--- config.mk ---
export PLATFORM = sky130hd
export DESIGN_NAME = pin_deglitch
export DESIGN_NICKNAME = d
export VERILOG_FILES = /design/src/rtl/pin_deglitch_pkg.sv /design/src/rtl/pin_deglitch_sync.sv /design/src/rtl/pin_deglitch_span.sv /design/src/rtl/pin_deglitch_fsm.sv /design/src/rtl/pin_deglitch.sv
export SDC_FILE = /design/constraint.sdc
export NUM_CORES = 1
export LEC_CHECK = 0
export ABC_AREA = 1
export BUFFER_PORTS_ARGS = -buffer_cell sky130_fd_sc_hd__buf_4
export CAP_MARGIN = 15
export CORE_ASPECT_RATIO = 1.2
export CORE_MARGIN = 2
export CORE_UTILIZATION = 35
export DETAILED_ROUTE_END_ITERATION = 10
export PLACE_DENSITY = 0.61
export SLEW_MARGIN = 5
export SYNTH_ARGS = -nofsm -noshare
export SYNTH_HDL_FRONTEND = slang
export SYNTH_SLANG_ARGS = --single-unit
--- constraint.sdc ---
create_clock -name clk -period 2.5 [get_ports clk]
set_input_delay 0.125 -clock clk [delete_from_list [all_inputs] [get_ports clk]]
set_output_delay 0.125 -clock clk [all_outputs]
set_load 0.1 [all_outputs]
--- src/rtl/pin_deglitch_pkg.sv ---
package pin_deglitch_pkg;

    typedef enum logic [1:0] {
        DG_BYPASS    = 2'd0,
        DG_RISE_ONLY = 2'd1,
        DG_FALL_ONLY = 2'd2,
        DG_BOTH      = 2'd3
    } dg_mode_e;

    typedef enum logic {
        ST_STEADY  = 1'b0,
        ST_QUALIFY = 1'b1
    } dg_state_e;

endpackage

--- src/rtl/pin_deglitch_sync.sv ---
module pin_deglitch_sync #(
    parameter int STAGES = 2
) (
    input  logic clk,
    input  logic rst_n,
    input  logic d_in,
    output logic d_out
);
    logic [STAGES-1:0] chain_q;

    generate
        for (genvar i = 0; i < STAGES; i++) begin : g_stage
            always_ff @(posedge clk or negedge rst_n) begin
                if (!rst_n) begin
                    chain_q[i] <= 1'b0;
                end else if (i == 0) begin
                    chain_q[i] <= d_in;
                end else begin
                    chain_q[i] <= chain_q[(i == 0) ? 0 : i-1];
                end
            end
        end
    endgenerate

    assign d_out = chain_q[STAGES-1];
endmodule

--- src/rtl/pin_deglitch_span.sv ---
module pin_deglitch_span #(
    parameter int CNT_W  = 4,
    parameter int SPAN_W = 15,
    parameter int UNIT_0 = 2,
    parameter int UNIT_1 = 8,
    parameter int UNIT_2 = 512,
    parameter int UNIT_3 = 2048
) (
    input  logic [CNT_W-1:0]  count,
    input  logic [1:0]        unit_sel,
    output logic [SPAN_W-1:0] span
);
    logic [SPAN_W-1:0] unit_val;

    always_comb begin
        unique case (unit_sel)
            2'd0:    unit_val = SPAN_W'(UNIT_0);
            2'd1:    unit_val = SPAN_W'(UNIT_1);
            2'd2:    unit_val = SPAN_W'(UNIT_2);
            default: unit_val = SPAN_W'(UNIT_3);
        endcase
    end

    assign span = SPAN_W'(SPAN_W'(count) * unit_val);
endmodule

--- src/rtl/pin_deglitch_fsm.sv ---
module pin_deglitch_fsm
    import pin_deglitch_pkg::*;
#(
    parameter int SPAN_W = 15
) (
    input  logic              clk,
    input  logic              rst_n,
    input  logic              lvl,
    input  logic              tick,
    input  logic [1:0]        mode,
    input  logic [SPAN_W-1:0] span,
    input  logic              cfg_chg,
    output logic              out
);
    dg_state_e         st_q, st_n;
    logic              out_q, out_n;
    logic [SPAN_W-1:0] cnt_q, cnt_n;
    logic              dir_filtered;
    logic              need_wait;
    logic [SPAN_W:0]   cnt_inc;

    // A rising change is pending when lvl is 1, a falling one when lvl is 0.
    always_comb begin
        if (lvl) begin
            dir_filtered = (mode == DG_BOTH) || (mode == DG_RISE_ONLY);
        end else begin
            dir_filtered = (mode == DG_BOTH) || (mode == DG_FALL_ONLY);
        end
        need_wait = dir_filtered && (span != '0);
        cnt_inc   = {1'b0, cnt_q} + 1'b1;
    end

    always_comb begin
        st_n  = st_q;
        out_n = out_q;
        cnt_n = cnt_q;
        unique case (st_q)
            ST_STEADY: begin
                if (lvl != out_q) begin
                    if (need_wait) begin
                        st_n  = ST_QUALIFY;
                        cnt_n = '0;
                    end else begin
                        out_n = lvl;
                    end
                end
            end
            ST_QUALIFY: begin
                if (lvl == out_q) begin
                    st_n = ST_STEADY;
                end else if (!need_wait) begin
                    out_n = lvl;
                    st_n  = ST_STEADY;
                end else if (cfg_chg) begin
                    cnt_n = '0;
                end else if (tick) begin
                    if (cnt_inc >= {1'b0, span}) begin
                        out_n = lvl;
                        st_n  = ST_STEADY;
                    end else begin
                        cnt_n = cnt_inc[SPAN_W-1:0];
                    end
                end
            end
        endcase
    end

    always_ff @(posedge clk or negedge rst_n) begin
        if (!rst_n) begin
            st_q <= ST_STEADY;
        end else begin
            st_q <= st_n;
        end
    end

    always_ff @(posedge clk or negedge rst_n) begin
        if (!rst_n) begin
            out_q <= 1'b0;
            cnt_q <= '0;
        end else begin
            out_q <= out_n;
            cnt_q <= cnt_n;
        end
    end

    assign out = out_q;
endmodule

--- src/rtl/pin_deglitch.sv ---
module pin_deglitch #(
    parameter int CNT_W       = 4,
    parameter int SYNC_STAGES = 2,
    parameter int UNIT_0      = 2,
    parameter int UNIT_1      = 8,
    parameter int UNIT_2      = 512,
    parameter int UNIT_3      = 2048
) (
    input  logic             clk,
    input  logic             rst_n,
    input  logic             pin_raw,
    input  logic             ref_tick,
    input  logic [CNT_W-1:0] db_count,
    input  logic [1:0]       unit_sel,
    input  logic [1:0]       db_mode,
    output logic             pin_filt
);
    localparam int SPAN_W = $clog2(((1 << CNT_W) - 1) * UNIT_3 + 1);
    localparam int CFG_W  = CNT_W + 4;

    logic              lvl_s;
    logic [SPAN_W-1:0] span;
    logic [CFG_W-1:0]  cfg_now, cfg_q;
    logic              cfg_chg;

    pin_deglitch_sync #(.STAGES(SYNC_STAGES)) u_sync (
        .clk   (clk),
        .rst_n (rst_n),
        .d_in  (pin_raw),
        .d_out (lvl_s)
    );

    pin_deglitch_span #(
        .CNT_W  (CNT_W),
        .SPAN_W (SPAN_W),
        .UNIT_0 (UNIT_0),
        .UNIT_1 (UNIT_1),
        .UNIT_2 (UNIT_2),
        .UNIT_3 (UNIT_3)
    ) u_span (
        .count    (db_count),
        .unit_sel (unit_sel),
        .span     (span)
    );

    assign cfg_now = {db_count, unit_sel, db_mode};
    assign cfg_chg = (cfg_now != cfg_q);

    always_ff @(posedge clk or negedge rst_n) begin
        if (!rst_n) begin
            cfg_q <= '0;
        end else begin
            cfg_q <= cfg_now;
        end
    end

    pin_deglitch_fsm #(.SPAN_W(SPAN_W)) u_fsm (
        .clk     (clk),
        .rst_n   (rst_n),
        .lvl     (lvl_s),
        .tick    (ref_tick),
        .mode    (db_mode),
        .span    (span),
        .cfg_chg (cfg_chg),
        .out     (pin_filt)
    );
endmodule

# Yosys cells after proc, flatten, opt, wreduce, memory -nomap -nowiden
# Index checks and enable logic that the tools add are counted.
# totals
regBits	27
in_bits	12
output_inout_bits	1
wordCells	61
# op_classes
n_addsub	1
mul	1
n_lt_le_gt_ge	1
eq_ne	18
n_mux	26
bitwise	1
reduce_logical	7
# op_table
op	count
15-bit 2-to-1 mux	7
12-bit one-hot mux with 3 select lines	1
15-bit one-hot mux with 2 select lines	1
15-bit by 1-bit adder with 16-bit output, second input constant	1
16-bit by 15-bit greater-or-equal comparator with 1-bit output	1
4-bit by 12-bit multiplier with 15-bit output	1
1-bit 2-to-1 mux	15
3-bit != test, second input constant	5
15-bit nonzero test	1
6-bit AND reduction	2
8-bit != test	1
2-bit == test, second input constant	3
2-bit != test, second input constant	3
2-bit by 1-bit == test with 1-bit output, second input constant	2
2-bit by 1-bit != test with 1-bit output, second input constant	2
1-bit one-hot mux with 2 select lines	2
2-bit zero test	1
1-bit logical OR	2
1-bit == test	1
1-bit logical AND	1
1-bit != test	1
1-bit NOT	1

# Logic depth before layout (Yosys ltp)
# depth
word_depth	10
depth_mapped	21
mapped_depth_nobuf	20

# Hierarchy
# From an unflattened synthesis, not the netlist that was laid out.
# unflattened
cells_unflattened	352
area_unflattened_um2	2358.5
# by_module_without_submodules
module	instances	cells_each	area_per_inst_um2
pin_deglitch_fsm	1	262	1665.3
pin_deglitch	1	35	326.6
pin_deglitch_span	1	53	316.6
pin_deglitch_sync	1	2	50.0

# Worst setup path before layout
# No wires, ideal clock.
# synth_path
path_type	input-to-reg
startpoint	input unit_sel[1]
endpoint	register u_fsm.cnt_q[9]
setup_ps	117
arrival_time_ps	2740
required_time_ps	2383
setup_slack_ps	-356
cell_stages	19
path_buffers	2
path_cell_list	clkbuf_1 nand2_1 nor2_1 ha_1 ha_1 ha_1 xnor2_1 xor2_1 inv_1 ha_1 and3_1 nand2_1 nor2_1 nand3_1 nand4_2 nand2_4 buf_4 nand3_1 nand2_1
# synth_between
elab_chain_len	7
word_cells_on_any_way	18
cone_classes	mul (1); order compare (1); eq/ne (7); mux (5); reduce/logical (4)
# synth_rtl
item	line_no	source
start, declared	pin_deglitch.sv:14	input logic [1:0] unit_sel,
branches (longest 7 deep; another with 16-bit by 15-bit greater-or-equal comparator with 1-bit output)	--	
end signal, assigned	pin_deglitch_fsm.sv:82	cnt_q <= cnt_n;
end, declared	pin_deglitch_fsm.sv:17	logic [SPAN_W-1:0] cnt_q, cnt_n;
# Parallel ways; which one is timed is not known. The select of a mux whose other input is x is not followed.
# A chain may end at the register's enable or synchronous reset.

# Final worst setup path
# layout_path
startpoint	register u_fsm.cnt_q[1]
endpoint	register u_fsm.cnt_q[5]
# layout_between
elab_chain_len	7
word_cells_on_any_way	10
cone_classes	add/sub (1); order compare (1); eq/ne (1); mux (6); reduce/logical (1)
# layout_rtl
item	line_no	source
15-bit by 1-bit adder with 16-bit output (*)	pin_deglitch_fsm.sv:30	cnt_inc = {1'b0, cnt_q} + 1'b1;
branches (longest 6 deep; another with 16-bit by 15-bit greater-or-equal comparator with 1-bit output)	--	
# Every way passes the cells marked *. The select of a mux whose other input is x is not followed.

==> results.cfg <==
[timing]
slew_viol_final = 0
fmax_mhz = 354
holdWs_ps = 58.6
skew_ps = 8.52
worst_slack_ps = -322
hold_viol = 0
tightest_slew_ps = 520
rsz0062_at_grt = true
slew_headroom_pct = 65.3
setup_viol = 17
period_share_pct = 113
fin_crit_ps = 2820

[synth]
avgSynthCellArea_um2 = 7.09
syn_area_mm2 = 0.00229
yosysSeqAreaShare_pct = 29.5
synth_cell_types = 33
ys_warn_count = 0
synthCells = 323
ys_ff_latch = 27
syn_nets = 360

[hold_path]
hold_path.class = in -> reg

[critical_path]
cp-start-kind = flip-flop
cp.arrival_ps = 3040
crit_slowest_cell = dfrtp_1
crit_path_cell_trace = nand2_2 -> nor2_4 -> nand2_4 -> nor4_4 -> xor2_1 -> inv_1 -> ha_4 -> nand2_2 -> inv_2 -> o21ai_2 -> nand3_1 -> a21oi_2 -> nand4_4 -> nand2_8 -> buf_12 -> nand3_1 -> nand2_1
cp_data_required_time_ps = 2720
crit_path_max_fanout = 6
critPathKind = reg -> reg
slowest_delay_ps = 430
cp-end-kind = flip-flop

[clock_tree]
cts-root-buf = clkbuf_8
cts_buffers = 3
h-tree-depth = 1
clock-sinks = 27
tritoncts = done
clkSlewWorstSetupHoldPaths_ps = 110
insertion_delay_ps = 280
cts_max_path_buffers = 2

[floorplanning]
die-area_mm2 = 0.00721
ios = 13
rows = 32
die_x_um = 77.9
initial_utilization_pct = 36.0
core_area_mm2 = 0.00637
die_h_um = 92.6

[layout]
area_delta_synth_final_pct = 55.1
layout_commonest_cell = buf_4
fin_area_mm2 = 0.00355
antenna-diode-count = 0
layout.nets = 458
drive_gt1_share_pct = 37.4
final_cell_mix = 87 x buf_4, 64 x nand2_1, 47 x inv_1

[route]
dr.first_iter.drc_count = 89
wl_per_cell_um = 12.6
num_vias = 2391
viasPerCell = 4.73
firstDrtPassIters = 4
wirelength_um = 6370
drc = 0
final_antenna_net_count = 0

[pwr]
leakagePower_nw = 1.87
peakVddDrop_uv = 313
p_per_area_mw_per_mm2 = 279

[global_route]
grt_max_degree = 28
grt_usage_pct = 16.7
overflow = 0
antenna_found_initial = 0
grt_pass1_wl_um = 9830
grt_pass1_vias = 2295

[placement]
dp_slack_ps = -476
numPortBuffers = 12
placed_cell_area_mm2 = 0.00301
hpwl_um = 4530
place.gp.congestion = 0.790

[run_status]
run_status = finished with violations
violations = setup timing

[flow_run]
max_cap_violations = 0
-- metrics by stage --
step | util, % | total power (W) | std cells | setup TNS, ps
4_1_cts | 50.2 | 0.000982 | 492 | -2860
3_3_place_gp | 47.3 | 0.000692 | 476 | -6400
2_1_floorplan | - | 0.000612 | 323 | -1100
5_1_grt | 55.8 | 0.00105 | 505 | -7340
3_5_place_dp | 47.3 | 0.000697 | 476 | -7380
6_report | 55.8 | 0.000992 | 505 | -5070
-- report_power, final --
part,total [W],switching [W],internal [W],leakage (nW)
Sequential,0.000459,0.00000947,0.000449,0.351
Clock,0.000268,0.000154,0.000113,0.0217
Combinational,0.000266,0.000159,0.000108,1.50
Total,0.000992,0.000322,0.000670,1.87
-- area by class of cell --
type | count | area, um2
Fill cell | 563 | 2810
Timing Repair Buffer | 97 | 792
Clock inverter | 1 | 7.51
Multi-Input combinational cell | 241 | 1740
Inverter | 51 | 191
Tap cell | 85 | 106
Sequential cell | 27 | 676
Clock buffer | 3 | 41.3
-- what timing repair did --
item                                   4_1_cts  5_1_grt
hold buffers                                 4        0
gates cloned                                 0        1
pin swaps                                    2       19
endpoints found under the hold margin       30        0
gates resized for setup                      4       45
setup endpoints to repair                   17       17
buffers inserted                             8       12
-- per-layer routing --
layer | up-vias | track usage [%] | share of wire [%] | routed length, um
li1 | 1223 | - | - | -
met1 | 1115 | 20.2 | 42 | 2670
met2 | 43 | 30.4 | 54 | 3440
met3 | 10 | 1.46 | 2.0 | 130
met4 | 0 | 5.95 | 2.1 | 131
met5 | - | 0 | 0 | 0
-- synth_stat cells --
cell	n	area [um2]
nand2_4	2	22.5
nand2_1	78	293
nand4_1	4	25.0
nor3b_1	6	45.0
nor2_1	39	146
o22ai_1	2	12.5
buf_6	1	11.3
a21o_1	1	7.51
nand3_2	2	20.0
dfrtp_1	27	676
nor3_1	13	65.1
nor2_4	1	11.3
o21a_1	1	7.51
nand2_2	1	6.26
a31o_2	1	8.76
o21ai_0	4	20.0
nor2_2	3	18.8
a21oi_2	1	8.76
nand3b_1	1	7.51
clkinv_1	1	3.75
nor4_1	2	12.5
buf_4	1	7.51
clkbuf_1	1	3.75
a21oi_1	4	20.0
buf_2	1	5.00
and3_1	2	12.5
inv_1	50	188
ha_1	25	313
nand3_1	30	150
xnor2_1	2	17.5
nand4_2	1	12.5
nor3_2	1	10.0
xor2_1	14	123
-- registers in the layout, indices dropped and copies added (netlist names) --
signal,flops
u_sync.d_out,1
u_fsm.out,1
u_fsm.st_q,1
cfg_q,8
u_fsm.cnt_q,15
u_sync.chain_q,1
-- critical path: cells and delay by family, from the launching register on --
| kind | cells | cell delay (ps) |
|---|---|---|
| AOI/OAI and AO/OA | 2 | 300 |
| xor gates and xnor gates | 1 | 240 |
| adders and majority gates | 1 | 260 |
| buffers and inverters | 3 | 280 |
| DFF | 1 | 430 |
| and+or+nand+nor | 10 | 1250 |
-- cells by family (layout without fill, tap and decap cells) --
logic type | Yosys count | count (layout) | synth area share (%)
simple gates | 186 | 186 | 37.5
flops | 27 | 27 | 29.5
compound gates | 14 | 14 | 3.71
buf+inv | 55 | 152 | 9.56
fa+ha+maj | 25 | 25 | 13.7
xor+xnor | 16 | 16 | 6.12
-- worst paths after layout --
check	from	to	slack, ps	depth (start not counted)
min reg2reg	u_sync.chain_q[0]	u_sync.d_out	360	0
max	u_fsm.cnt_q[1]	u_fsm.cnt_q[5]	-320	17
max in group asynchronous	rst_n	u_fsm.cnt_q[7]	1950	2
min in group asynchronous	rst_n	u_sync.chain_q[0]	280	2
min	db_count[2]	cfg_q[6]	60	2
max reg2reg	u_fsm.cnt_q[1]	u_fsm.cnt_q[5]	-320	17
Note: power is estimated with default switching activity, not from simulation.
